--- config.mk ---
export PLATFORM = sky130hd
export DESIGN_NAME = fma_nan_override
export DESIGN_NICKNAME = d
export VERILOG_FILES = /design/src/rtl/fma_nan_pkg.sv /design/src/rtl/fma_nan_classify.sv /design/src/rtl/fma_nan_pick.sv /design/src/rtl/fma_nan_override.sv
export SDC_FILE = /design/constraint.sdc
export NUM_CORES = 1
export LEC_CHECK = 0
export ABC_AREA = 1
export BUFFER_PORTS_ARGS = -buffer_cell sky130_fd_sc_hd__buf_2
export CORE_AREA = 2 2 129 131
export DETAILED_ROUTE_END_ITERATION = 10
export DIE_AREA = 0 0 131 133
export GPL_TIMING_DRIVEN = 1
export PLACE_DENSITY_LB_ADDON = 0.3
export SYNTH_ARGS = -nofsm -noshare
export SYNTH_HDL_FRONTEND = slang
export SYNTH_SLANG_ARGS = --single-unit
export TNS_END_PERCENT = 50
--- constraint.sdc ---
create_clock -name clk -period 1 [get_ports clk]
set_input_delay 0.05 -clock clk [delete_from_list [all_inputs] [get_ports clk]]
set_output_delay 0.05 -clock clk [all_outputs]
set_load 0.005 [all_outputs]
--- src/rtl/fma_nan_pkg.sv ---
package fma_nan_pkg;

   typedef struct packed {
      logic invalid;
      logic overflow;
      logic underflow;
      logic inexact;
   } fma_flags_t;

   localparam int unsigned OP_COUNT = 3;
   // operand slots: higher index wins the NaN selection
   localparam int unsigned SLOT_MUL_A  = 0;
   localparam int unsigned SLOT_MUL_B  = 1;
   localparam int unsigned SLOT_ADDEND = 2;

endpackage

--- src/rtl/fma_nan_classify.sv ---
module fma_nan_classify #(
   parameter int unsigned EXP_W = 11,
   parameter int unsigned MAN_W = 52,
   localparam int unsigned W = 1 + EXP_W + MAN_W
) (
   input  logic [W-1:0] op,
   output logic         is_nan,
   output logic         is_snan,
   output logic         is_inf,
   output logic         is_zero
);

   logic [EXP_W-1:0] exp_f;
   logic [MAN_W-1:0] man_f;
   logic             exp_max;
   logic             man_any;

   assign exp_f   = op[W-2:MAN_W];
   assign man_f   = op[MAN_W-1:0];
   assign exp_max = &exp_f;
   assign man_any = |man_f;

   assign is_nan  = exp_max & man_any;
   assign is_snan = exp_max & man_any & ~man_f[MAN_W-1];
   assign is_inf  = exp_max & ~man_any;
   assign is_zero = ~(|op[W-2:0]);

endmodule

--- src/rtl/fma_nan_pick.sv ---
module fma_nan_pick
   import fma_nan_pkg::*;
#(
   parameter int unsigned EXP_W = 11,
   parameter int unsigned MAN_W = 52,
   localparam int unsigned W = 1 + EXP_W + MAN_W
) (
   input  logic [OP_COUNT-1:0][W-1:0] ops,
   input  logic [OP_COUNT-1:0]        nan_v,
   input  logic [OP_COUNT-1:0]        snan_v,
   input  logic                       inf_zero,
   input  logic [W-1:0]               dp_result,
   input  fma_flags_t                 dp_flags,
   output logic                       override,
   output logic [W-1:0]               res,
   output fma_flags_t                 flags
);

   localparam logic [W-1:0] QUIET_MASK = W'(1) << (MAN_W - 1);
   localparam logic [W-1:0] EXP_MASK   = ((W'(1) << EXP_W) - W'(1)) << MAN_W;
   localparam logic [W-1:0] DEF_NAN    = EXP_MASK | QUIET_MASK;

   logic         any_nan;
   logic [W-1:0] nan_pick;

   always_comb begin
      any_nan  = 1'b0;
      nan_pick = '0;
      for (int i = 0; i < OP_COUNT; i++) begin
         if (nan_v[i]) begin
            any_nan  = 1'b1;
            nan_pick = ops[i] | QUIET_MASK;
         end
      end
   end

   always_comb begin
      override = any_nan | inf_zero;
      if (any_nan) begin
         res = nan_pick;
      end else if (inf_zero) begin
         res = DEF_NAN;
      end else begin
         res = dp_result;
      end
      if (override) begin
         flags           = '0;
         flags.invalid   = (|snan_v) | inf_zero;
      end else begin
         flags = dp_flags;
      end
   end

   // an overridden value must itself be a NaN
   always_comb begin
      if (override) begin
         assert_override_is_nan_R3: assert ((res & EXP_MASK) == EXP_MASK && res[MAN_W-1]);
      end
   end

endmodule

--- src/rtl/fma_nan_override.sv ---
module fma_nan_override
   import fma_nan_pkg::*;
#(
   parameter int unsigned EXP_W = 11,
   parameter int unsigned MAN_W = 52,
   localparam int unsigned W = 1 + EXP_W + MAN_W,
   localparam int unsigned FLAG_W = $bits(fma_flags_t)
) (
   input  logic              clk,
   input  logic              rst_n,
   input  logic              in_valid,
   input  logic [W-1:0]      addend,
   input  logic [W-1:0]      mul_a,
   input  logic [W-1:0]      mul_b,
   input  logic              sub_sel,
   input  logic [W-1:0]      dp_result,
   input  logic [FLAG_W-1:0] dp_flags,
   output logic              out_valid,
   output logic [W-1:0]      out_result,
   output logic [FLAG_W-1:0] out_flags
);

   localparam logic [W-1:0] QUIET_MASK = W'(1) << (MAN_W - 1);

   generate
      if (EXP_W < 2) begin : g_bad_exp
         $error("EXP_W must be at least 2");
      end
      if (MAN_W < 2) begin : g_bad_man
         $error("MAN_W must be at least 2");
      end
   endgenerate

   logic [OP_COUNT-1:0][W-1:0] ops;
   logic [OP_COUNT-1:0]        nan_v, snan_v, inf_v, zero_v;
   logic                       inf_zero;
   logic                       override;
   logic [W-1:0]               pick_res;
   fma_flags_t                 pick_flags;

   assign ops[SLOT_MUL_A]  = mul_a;
   assign ops[SLOT_MUL_B]  = mul_b;
   assign ops[SLOT_ADDEND] = addend;

   generate
      for (genvar g = 0; g < OP_COUNT; g++) begin : g_cls
         fma_nan_classify #(.EXP_W(EXP_W), .MAN_W(MAN_W)) u_cls (
            .op      (ops[g]),
            .is_nan  (nan_v[g]),
            .is_snan (snan_v[g]),
            .is_inf  (inf_v[g]),
            .is_zero (zero_v[g])
         );
      end
   endgenerate

   assign inf_zero = (inf_v[SLOT_MUL_A] & zero_v[SLOT_MUL_B]) |
                     (zero_v[SLOT_MUL_A] & inf_v[SLOT_MUL_B]);

   fma_nan_pick #(.EXP_W(EXP_W), .MAN_W(MAN_W)) u_pick (
      .ops       (ops),
      .nan_v     (nan_v),
      .snan_v    (snan_v),
      .inf_zero  (inf_zero),
      .dp_result (dp_result),
      .dp_flags  (fma_flags_t'(dp_flags)),
      .override  (override),
      .res       (pick_res),
      .flags     (pick_flags)
   );

   always_ff @(posedge clk or negedge rst_n) begin
      if (!rst_n) begin
         out_valid  <= 1'b0;
         out_result <= '0;
         out_flags  <= '0;
      end else begin
         out_valid <= in_valid;
         if (in_valid) begin
            out_result <= pick_res;
            out_flags  <= pick_flags;
         end
      end
   end

   assert_valid_follows_R11: assert property (@(posedge clk) disable iff (!rst_n)
      1'b1 |=> out_valid == $past(in_valid));

   assert_addend_first_R1: assert property (@(posedge clk) disable iff (!rst_n)
      in_valid && nan_v[SLOT_ADDEND] |=> out_result == ($past(addend) | QUIET_MASK));

   assert_snan_invalid_R4: assert property (@(posedge clk) disable iff (!rst_n)
      in_valid && (|snan_v) |=> out_flags[3]);

   assert_nan_clears_R9: assert property (@(posedge clk) disable iff (!rst_n)
      in_valid && (|nan_v) |=> out_flags[2:0] == '0);

   assert_sub_ignored_R8: assert property (@(posedge clk) disable iff (!rst_n)
      in_valid && sub_sel && nan_v[SLOT_MUL_B] && !nan_v[SLOT_ADDEND]
      |=> out_result == ($past(mul_b) | QUIET_MASK));

   assert_passthru_R10: assert property (@(posedge clk) disable iff (!rst_n)
      in_valid && !(|nan_v) && !inf_zero
      |=> out_result == $past(dp_result) && out_flags == $past(dp_flags));

   assert_hold_R11: assert property (@(posedge clk) disable iff (!rst_n)
      !in_valid |=> $stable(out_result) && $stable(out_flags));

   assert_override_flagged_R5: assert property (@(posedge clk) disable iff (!rst_n)
      override |-> (|pick_flags) == pick_flags.invalid);

endmodule

==> results of run 1 <==
-- where the power goes --
group,leakage [nW],switching [W],total (W),internal [W]
Sequential,0.784,0.000143,0.00319,0.00304
Combinational,4.80,0.00121,0.00250,0.00129
Clock,0.159,0.00137,0.00365,0.00227
Total,5.74,0.00272,0.00933,0.00661
-- final timing paths --
check / cells after the start / end
worst max-delay path: 15 / out_result[19]
worst min-delay path: 5 / out_result[44]
worst max register to register: 2 / out_result[62]
max in group asynchronous: 3 / out_result[63]
worst min register to register: 2 / out_result[56]
min in group asynchronous: 3 / out_result[21]
-- final cells by class --
type | count | area (sq um)
Timing Repair Buffer | 515 | 3503
Clock buffer | 10 | 239.0
Inverter | 140 | 533.0
Sequential cell | 69 | 1727
Fill cell | 1435 | 5841
Tap cell | 220 | 275.3
Multi-Input combinational cell | 819 | 3953
Clock inverter | 6 | 93.84
Antenna cell | 3 | 7.507
-- registers in the layout, indices dropped and copies added (netlist names) --
| name | flops |
|---|---|
| out_result | 64 |
| out_valid | 1 |
| out_flags | 4 |
-- through the flow --
stage               total power (W)  instances  setup TNS (ps)  hold slack, ps  setup WS, ps
detailed placement         0.005389       1709          -61910           100.9         -1014
CTS                        0.009246       1777          -25030           47.03        -417.9
floorplan                  0.004002       1083          -23930          -245.6        -377.4
global route               0.009800       1781          -31960           69.84        -519.4
finish                     0.009331       1782          -25180           61.46        -429.2
global placement           0.005359       1709          -58870           100.1        -974.3
-- per-layer routing --
layer	up-vias	share of wire, %	GRT usage (%)
met4	4	4.6	13.12
met3	103	8.9	7.198
met1	3896	37	33.56
met5	-	0.077	0
met2	437	49	51.27
li1	4301	-	-
-- critical path: cells and delay by family --
| family | cells | cell delay [ps] |
|---|---|---|
| simple gates | 10 | 910 |
| buf+inv | 4 | 570 |
| compound gates | 1 | 130 |
-- cell families after synthesis --
kind of cell / Yosys count / synth area share (%)
AO/OA/AOI/OAI: 75 / 6.312
buffers and inverters: 195 / 12.69
flip-flops: 69 / 29.03
AND/OR/NAND/NOR: 744 / 51.97
-- what timing repair did --
| item | CTS | global route |
|---|---|---|
| gates cloned | 0 | 4 |
| gates resized for setup | 69 | 101 |
| setup endpoints to repair | 68 | 68 |
| setup buffers | 12 | 0 |
| pin swaps | 37 | 62 |
| hold buffers | 41 | 0 |
| hold endpoints to repair | 109 | 0 |
-- Yosys cell counts (all sizes together) --
| master | number |
|---|---|
| nand2 | 265 |
| and2 | 3 |
| nand3b | 1 |
| nor3b | 1 |
| buf | 21 |
| o21ai | 48 |
| or2 | 1 |
| nand3 | 152 |
| nor4 | 3 |
| nor2 | 294 |
| inv | 140 |
| nand4 | 13 |
| nor3 | 11 |
| a21oi | 27 |
| clkbuf | 34 |
| dfrtp | 69 |
==> run summary, run 1 <==
Clock Skew: 0 ps
Final setup vio count: 68
IO Pins: 333
Number of global-route vias before repair: 8144
Syn Nets: 1347
Max clock buf depth: 2
# port buffers: 331
Total CTS buffers: 9
Worst-path clk slew: 60 ps
Final Cell Area: 10330 sq um
GRT Util Overall: 29.40%
Rel. slew slack: 71.60%
Largest net degree at the start of global routing: 70
Starting Density: 36.77%
Mapped Cells: 1083
Yosys top cell by area: dfrtp_1
Highest Clock Rate: 699.7 MHz
DR WL/cell: 15.26 um
P&R area growth vs syn: 73.72%
Core box area: 16170 sq um
Static Leakage: 5.743 nW
Yosys reg bits: 69
Post-layout worst setup margin: -429.2 ps
CP startpoint kind: input pin
Netlist cell types: 23
Failing checks: setup timing
Crit-path max cell delay: 160 ps
Layout cell share with drive strength beyond 1: 38.55%
Crit share post-route: 142.9%
Slew Limit Fails: 0
Worst-path cell chain: buf_2 -> nor2_2 -> nand2_2 -> nor2_4 -> nand2_2 -> nor2_2 -> nand2_2 -> buf_4 -> buf_12 -> buf_4 -> nand3_1 -> nand2_1 -> nor2_1 -> nor2_1 -> a21oi_1
CTS H-tree lvls: 3
RePlAce Congestion: 0.9391
Post-route ant nets: 0
Hold wc startpoint: dp_result[44]
Worst Setup SP: mul_b[14]
Die X: 131 um
Skew-Pair Late Insertion Delay: 330 ps
Post-Syn Area: 5947 sq um
Congestion Overflow GR: 0
Peak supply drop: 867.8 uV
Hold Vio Cnt, Final: 0
DP Wirelength: 20010 um
CP most frequent cell: nand2_2
Tmin final: 1429 ps
Initial drt markers: 500
Final WL: 27200 um
Core Rows: 47
Vias: 8741
R2R setup slack: 290 ps
Share of Yosys cell area claimed by the top area cell type: 29.03%
Sink Count: 69
Initial antenna violation count: 5
Worst Setup End Kind: register
Crit path kind: in -> reg
Most frequent cells in the layout: 309 x buf_2, 240 x nand2_1, 234 x nor2_1
CTS tree: built
Reg2Reg Launch Point: out_result[62]
DRC errors left: 0
Area contributors post-synth: dfrtp_1 29%, nor2_1 18%, nand2_1 16%
CP required: 1260 ps
Die H: 133 um
Max-cap violations: 0
Hold Crit Class: in -> reg
Commonest non-fill, non-tap cell in the layout: buf_2
Critical path peak fanout: 16
RSZ-0062 raised after global routing: yes
Pwr dens: 903.2 nW/um^2
Sequential share of the synthesized area: 29.03%
Avg Cell Area, Syn: 5.491 sq um
Synth warnings: 0
Clk root buf: clkbuf_16
Vias/cell: 4.905
Worst Max-Slew Pin Slew: 425.9 ps
Placed inst area: 8785 sq um
Slowest cell on crit path: buf_4
Drt first pass iters: 7
Outcome: complete, but fails checks
# nets final: 1818
End-of-flow core utilization: 63.88%
First-pass GRT wire length: 39610 um
Die area: 17420 sq um
WP data arrival: 1690 ps
No activity file was read; power rests on OpenSTA's default activity.
==> inputs of run 2 (changes only) <==
--- a/config.mk
+++ b/config.mk
@@ -7,11 +7,11 @@
 export LEC_CHECK = 0
 export ABC_AREA = 1
 export BUFFER_PORTS_ARGS = -buffer_cell sky130_fd_sc_hd__buf_2
-export CORE_AREA = 2 2 129 131
+export CORE_MARGIN = 1
+export CORE_UTILIZATION = 30
 export DETAILED_ROUTE_END_ITERATION = 10
-export DIE_AREA = 0 0 131 133
 export GPL_TIMING_DRIVEN = 1
-export PLACE_DENSITY_LB_ADDON = 0.3
+export PLACE_DENSITY_LB_ADDON = 0.12
 export SYNTH_ARGS = -nofsm -noshare
 export SYNTH_HDL_FRONTEND = slang
 export SYNTH_SLANG_ARGS = --single-unit
==> run summary, run 2 (synthesized netlist as in run 1, its figures left out) <==
# port buffers: 331
DRC errors left: 0
Switching part of the total power: 28.97%
Vias: 8613
Max-cap violations: 0
Starting Density: 30.56%
Worst-path clk slew: 70 ps
Die H: 142.8 um
Core Rows: 51
Rel. slew slack: 66.56%
Sequential cell fraction of total power: 33.3%
DR WL/cell: 14.95 um
Crit path kind: in -> reg
Biggest regs: out_result: 64 flops, out_flags: 4 flops, out_valid: 1 flops
Worst Max-Slew Pin Slew: 501.1 ps
Vias/cell: 4.601
Crit share post-route: 136.9%
Comb pwr share: 28.5%
Static Leakage: 6.099 nW
Highest Clock Rate: 730.6 MHz
Outcome: complete, but fails checks
Critical path peak fanout: 6
CTS tree: built
End-of-flow core utilization: 57.11%
First-pass GRT wire length: 40880 um
Die X: 142.8 um
Pint: 0.006790 W
WP data arrival: 1610 ps
Clk root buf: clkbuf_16
CP most frequent cell: nor2_1
Largest net degree at the start of global routing: 57
Layout cell share with drive strength beyond 1: 42.97%
DP Wirelength: 20980 um
Total power: 0.009558 W
Skew-Pair Late Insertion Delay: 340 ps
Max clock buf depth: 2
Largest Register: out_result
RSZ-0062 raised after global routing: yes
Post-route ant nets: 0
# nets final: 1860
Final setup vio count: 68
IO Pins: 333
RePlAce Congestion: 0.8874
Initial drt markers: 441
Worst Setup End Kind: register
Switching pwr: 0.002769 W
CP required: 1240 ps
Post-layout worst setup margin: -368.8 ps
Failing checks: setup timing
Final WL: 27990 um
Die area: 20390 sq um
Hold WS: 39.58 ps
GRT Util Overall: 26.47%
Max FFs per register: 64
Number of fill cells: 1942
Core box area: 19460 sq um
Hold Vio Cnt, Final: 0
Commonest non-fill, non-tap cell in the layout: buf_2
Most frequent cells in the layout: 282 x buf_2, 239 x nand2_1, 216 x nor2_1
Peak supply drop: 627.6 uV
Sink Count: 69
CTS H-tree lvls: 3
Worst-path cell chain: buf_2 -> nor2_2 -> nand4_1 -> nor2_1 -> nand2_1 -> buf_6 -> nor2_4 -> nand2_4 -> clkbuf_16 -> nand3_1 -> nor2_1 -> nor2_1 -> nor2_1
Total CTS buffers: 9
Number of global-route vias before repair: 7935
Clock Skew: 0 ps
Congestion Overflow GR: 0
Slowest cell on crit path: nand4_1
CP startpoint kind: input pin
Crit path max-delay family: simple AND/OR/NAND/NOR gates
Initial antenna violation count: 6
Hold Crit Class: in -> reg
Slew Limit Fails: 0
Worst path bufs/invs: 3
Tmin final: 1369 ps
Crit-path max cell delay: 210 ps
Clk network pwr share: 38.2%
Drt first pass iters: 5
Pwr dens: 859.9 nW/um^2
P&R area growth vs syn: 86.91%
run 2: worst register-to-register path: stages (launching register included):
cell	delay, ps
dfrtp_1	380
o21ai_0	150
inv_1	50
run 2: final cells by class:
class | count | area [sq um] | share of cell area [%]
multi-input cells | 819 | 4099 | 36.88
well taps | 265 | 331.6 | 2.983
inverters | 140 | 528.0 | 4.750
clock buffers | 10 | 239.0 | 2.150
flip-flops and latches | 69 | 1727 | 15.53
repair buffers | 557 | 4083 | 36.73
diodes | 6 | 15.01 | 0.1351
clock inverters | 6 | 93.84 | 0.8442
run 2: timing repair:
action	in CTS	in global routing
setup buffers	3	10
pin swaps	39	103
hold buffers	41	0
resized for setup	67	176
endpoints found under the setup margin	68	68
endpoints found under the hold margin	109	0
gates cloned	1	3
run 2: worst paths after layout:
kind                                     start             end  slack [ps]  cells past startpoint
worst min-delay path                  in_valid       out_valid          40                      2
min in group asynchronous                rst_n  out_result[23]          80                      2
worst min register to register    out_flags[1]    out_flags[1]         480                      2
worst max-delay path                  mul_a[0]  out_result[41]        -370                     13
worst max register to register  out_result[62]  out_result[62]         310                      2
max in group asynchronous                rst_n    out_flags[0]         480                      3
run 2: power groups by stage:
stage	Sequential, W	Clock (W)	Combinational (W)
after detailed placement	0.00323	0	0.00229
after floorplan	0.00324	0	0.000759
final	0.00318	0.00365	0.00272
after global routing	0.00321	0.00383	0.00302
after global placement	0.00323	0	0.00228
after CTS	0.00318	0.00374	0.00248
run 2: per-stage QoR:
step | cell area (sq um) | worst slack (ps) | instances | TNS (ps)
2_1_floorplan | 6045 | -377.4 | 1083 | -23930
3_3_place_gp | 9209 | -1010 | 1793 | -65930
3_5_place_dp | 9209 | -1010 | 1793 | -66400
4_1_cts | 10230 | -364.1 | 1853 | -23260
5_1_grt | 11110 | -508.1 | 1870 | -30360
6_report | 11120 | -368.8 | 1872 | -22800
run 2: per-layer routing:
layer | up-vias | share of wire (%) | track usage (%)
li1 | 4386 | - | -
met5 | - | 0.046 | 0
met4 | 2 | 1.7 | 8.602
met2 | 306 | 50 | 46.36
met1 | 3886 | 43 | 32.93
met3 | 33 | 5.5 | 4.225
==> inputs of run 3 (changes only) <==
--- a/config.mk
+++ b/config.mk
@@ -12,6 +12,7 @@
 export DETAILED_ROUTE_END_ITERATION = 10
 export GPL_TIMING_DRIVEN = 1
 export PLACE_DENSITY_LB_ADDON = 0.12
+export RECOVER_POWER = 50
 export SYNTH_ARGS = -nofsm -noshare
 export SYNTH_HDL_FRONTEND = slang
 export SYNTH_SLANG_ARGS = --single-unit
==> run summary, run 3 (synthesized netlist as in run 1, its figures left out) <==
GRT Util Overall: 26.47%
Met1 wire length: 11940 um
Pre-CTS WS: -1010 ps
Worst-path clk slew: 60 ps
Reg2reg end: out_result[51]
Static Leakage: 6.088 nW
Failing checks: setup timing
CP startpoint kind: input pin
Congestion Overflow GR: 0
P&R area growth vs syn: 86.62%
Rel. slew slack: 58.34%
Most frequent cells in the layout: 282 x buf_2, 239 x nand2_1, 216 x nor2_1
Met2 WL: 13930 um
Pwr dens: 860.5 nW/um^2
Vias/cell: 4.610
End-of-flow core utilization: 57.02%
Biggest regs: out_result: 64 flops, out_flags: 4 flops, out_valid: 1 flops
Final Cell Area: 11100 sq um
Critical path peak fanout: 7
Worst Setup End Kind: register
Crit share post-route: 137.7%
RSZ-0062 raised after global routing: yes
Cells on worst reg2reg path: 2
Slew Limit Fails: 0
Reg2Reg Launch Point: out_result[51]
DRC errors left: 0
Core box area: 19460 sq um
Largest Register: out_result
Highest Clock Rate: 726.4 MHz
Outcome: complete, but fails checks
Die area: 20390 sq um
Sink Count: 69
# nets final: 1860
R2R setup slack: 310 ps
Skew-Pair Late Insertion Delay: 340 ps
First-pass GRT wire length: 40880 um
Die H: 142.8 um
WP data arrival: 1640 ps
Total CTS buffers: 9
Worst Setup SP: addend[33]
Max Used Layer: met5
Final setup vio count: 68
Drt first pass iters: 5
Initial antenna violation count: 6
Clock Skew: 0 ps
Layout cell share with drive strength beyond 1: 42.85%
Hold Crit Class: in -> reg
Largest net degree at the start of global routing: 57
Number of fill cells: 1944
Starting Density: 30.56%
Max-cap violations: 0
CTS H-tree lvls: 3
Core Rows: 51
DP Wirelength: 20980 um
Met3 WL: 1555 um
Crit path kind: in -> reg
Die X: 142.8 um
Clk root buf: clkbuf_16
Tmin final: 1377 ps
Number of global-route vias before repair: 7935
IO Pins: 333
Worst Setup EP: out_result[24]
Max FFs per register: 64
Final WL: 27940 um
Peak supply drop: 626.5 uV
Post-layout worst setup margin: -376.7 ps
Initial drt markers: 448
Max clock buf depth: 2
Vias: 8629
CTS tree: built
Placed inst area: 9209 sq um
Worst Max-Slew Pin Slew: 624.8 ps
Hold WS: 55.03 ps
# port buffers: 331
RePlAce Congestion: 0.8874
Post-route ant nets: 0
Hold Vio Cnt, Final: 0
CP required: 1270 ps
Commonest non-fill, non-tap cell in the layout: buf_2
DR WL/cell: 14.93 um
Total negative slack: -22740 ps
==> run 3: cell count changes in the layout (fill, tap and decap cells not counted) <==
cell / delta
buf_12: -2
buf_4: -2
buf_8: +2
clkbuf_1: +2
==> run 3: cell type report <==
cell class / count / area, sq um / share of cell area, %
Multi-Input combinational cell: 819 / 4099 / 36.93
Inverter: 140 / 528.0 / 4.758
Tap cell: 265 / 331.6 / 2.988
Timing Repair Buffer: 557 / 4065 / 36.63
Antenna cell: 6 / 15.01 / 0.1353
Clock buffer: 10 / 239.0 / 2.153
Clock inverter: 6 / 93.84 / 0.8456
Sequential cell: 69 / 1727 / 15.56
==> run 3: worst min-delay path by stage <==
stage | from | to | depth (start not counted)
global route | in_valid | out_valid | 2
floorplan | rst_n | out_flags[0] | 0
finish | dp_flags[3] | out_flags[3] | 5
global placement | rst_n | out_result[23] | 1
detailed placement | rst_n | out_result[23] | 1
CTS | in_valid | out_valid | 2
==> run 3: routing by layer <==
layer | track usage (%) | vias up
met1 | 32.93 | 3895
li1 | - | 4389
met4 | 8.602 | 2
met5 | 0 | -
met2 | 46.36 | 307
met3 | 4.225 | 36
==> run 3: power by group <==
part / switching (W) / leakage (nW) / internal, W
registers: 0.000139 / 0.784 / 0.00304
logic: 0.00125 / 5.14 / 0.00147
clock network: 0.00138 / 0.159 / 0.00227
==> run 3: critical path: stages <==
cell and delay (ps):
buf_6 90, nor2_2 100, nand3_1 80, nor2_2 140, nand2_1 90, nor2_2 160
nand2_2 100, nand2_4 130, inv_4 50, nor2_4 160, buf_12 150, buf_12 120
nand3_1 70, a21oi_1 140
==> run 3: per-stage QoR <==
stage / instances / power [W]
2_1_floorplan: 1083 / 0.004002
3_3_place_gp: 1793 / 0.005508
3_5_place_dp: 1793 / 0.005522
4_1_cts: 1853 / 0.009403
5_1_grt: 1870 / 0.01004
6_report: 1872 / 0.009550
==> run 3: what timing repair did <==
item                                   4_1_cts  5_1_grt
pin swaps                                   39      103
endpoints found under the hold margin      109        0
resized for setup                           67      176
setup buffers                                3       10
setup endpoints to repair                   68       68
gates cloned                                 1        3
hold buffers                                41        0
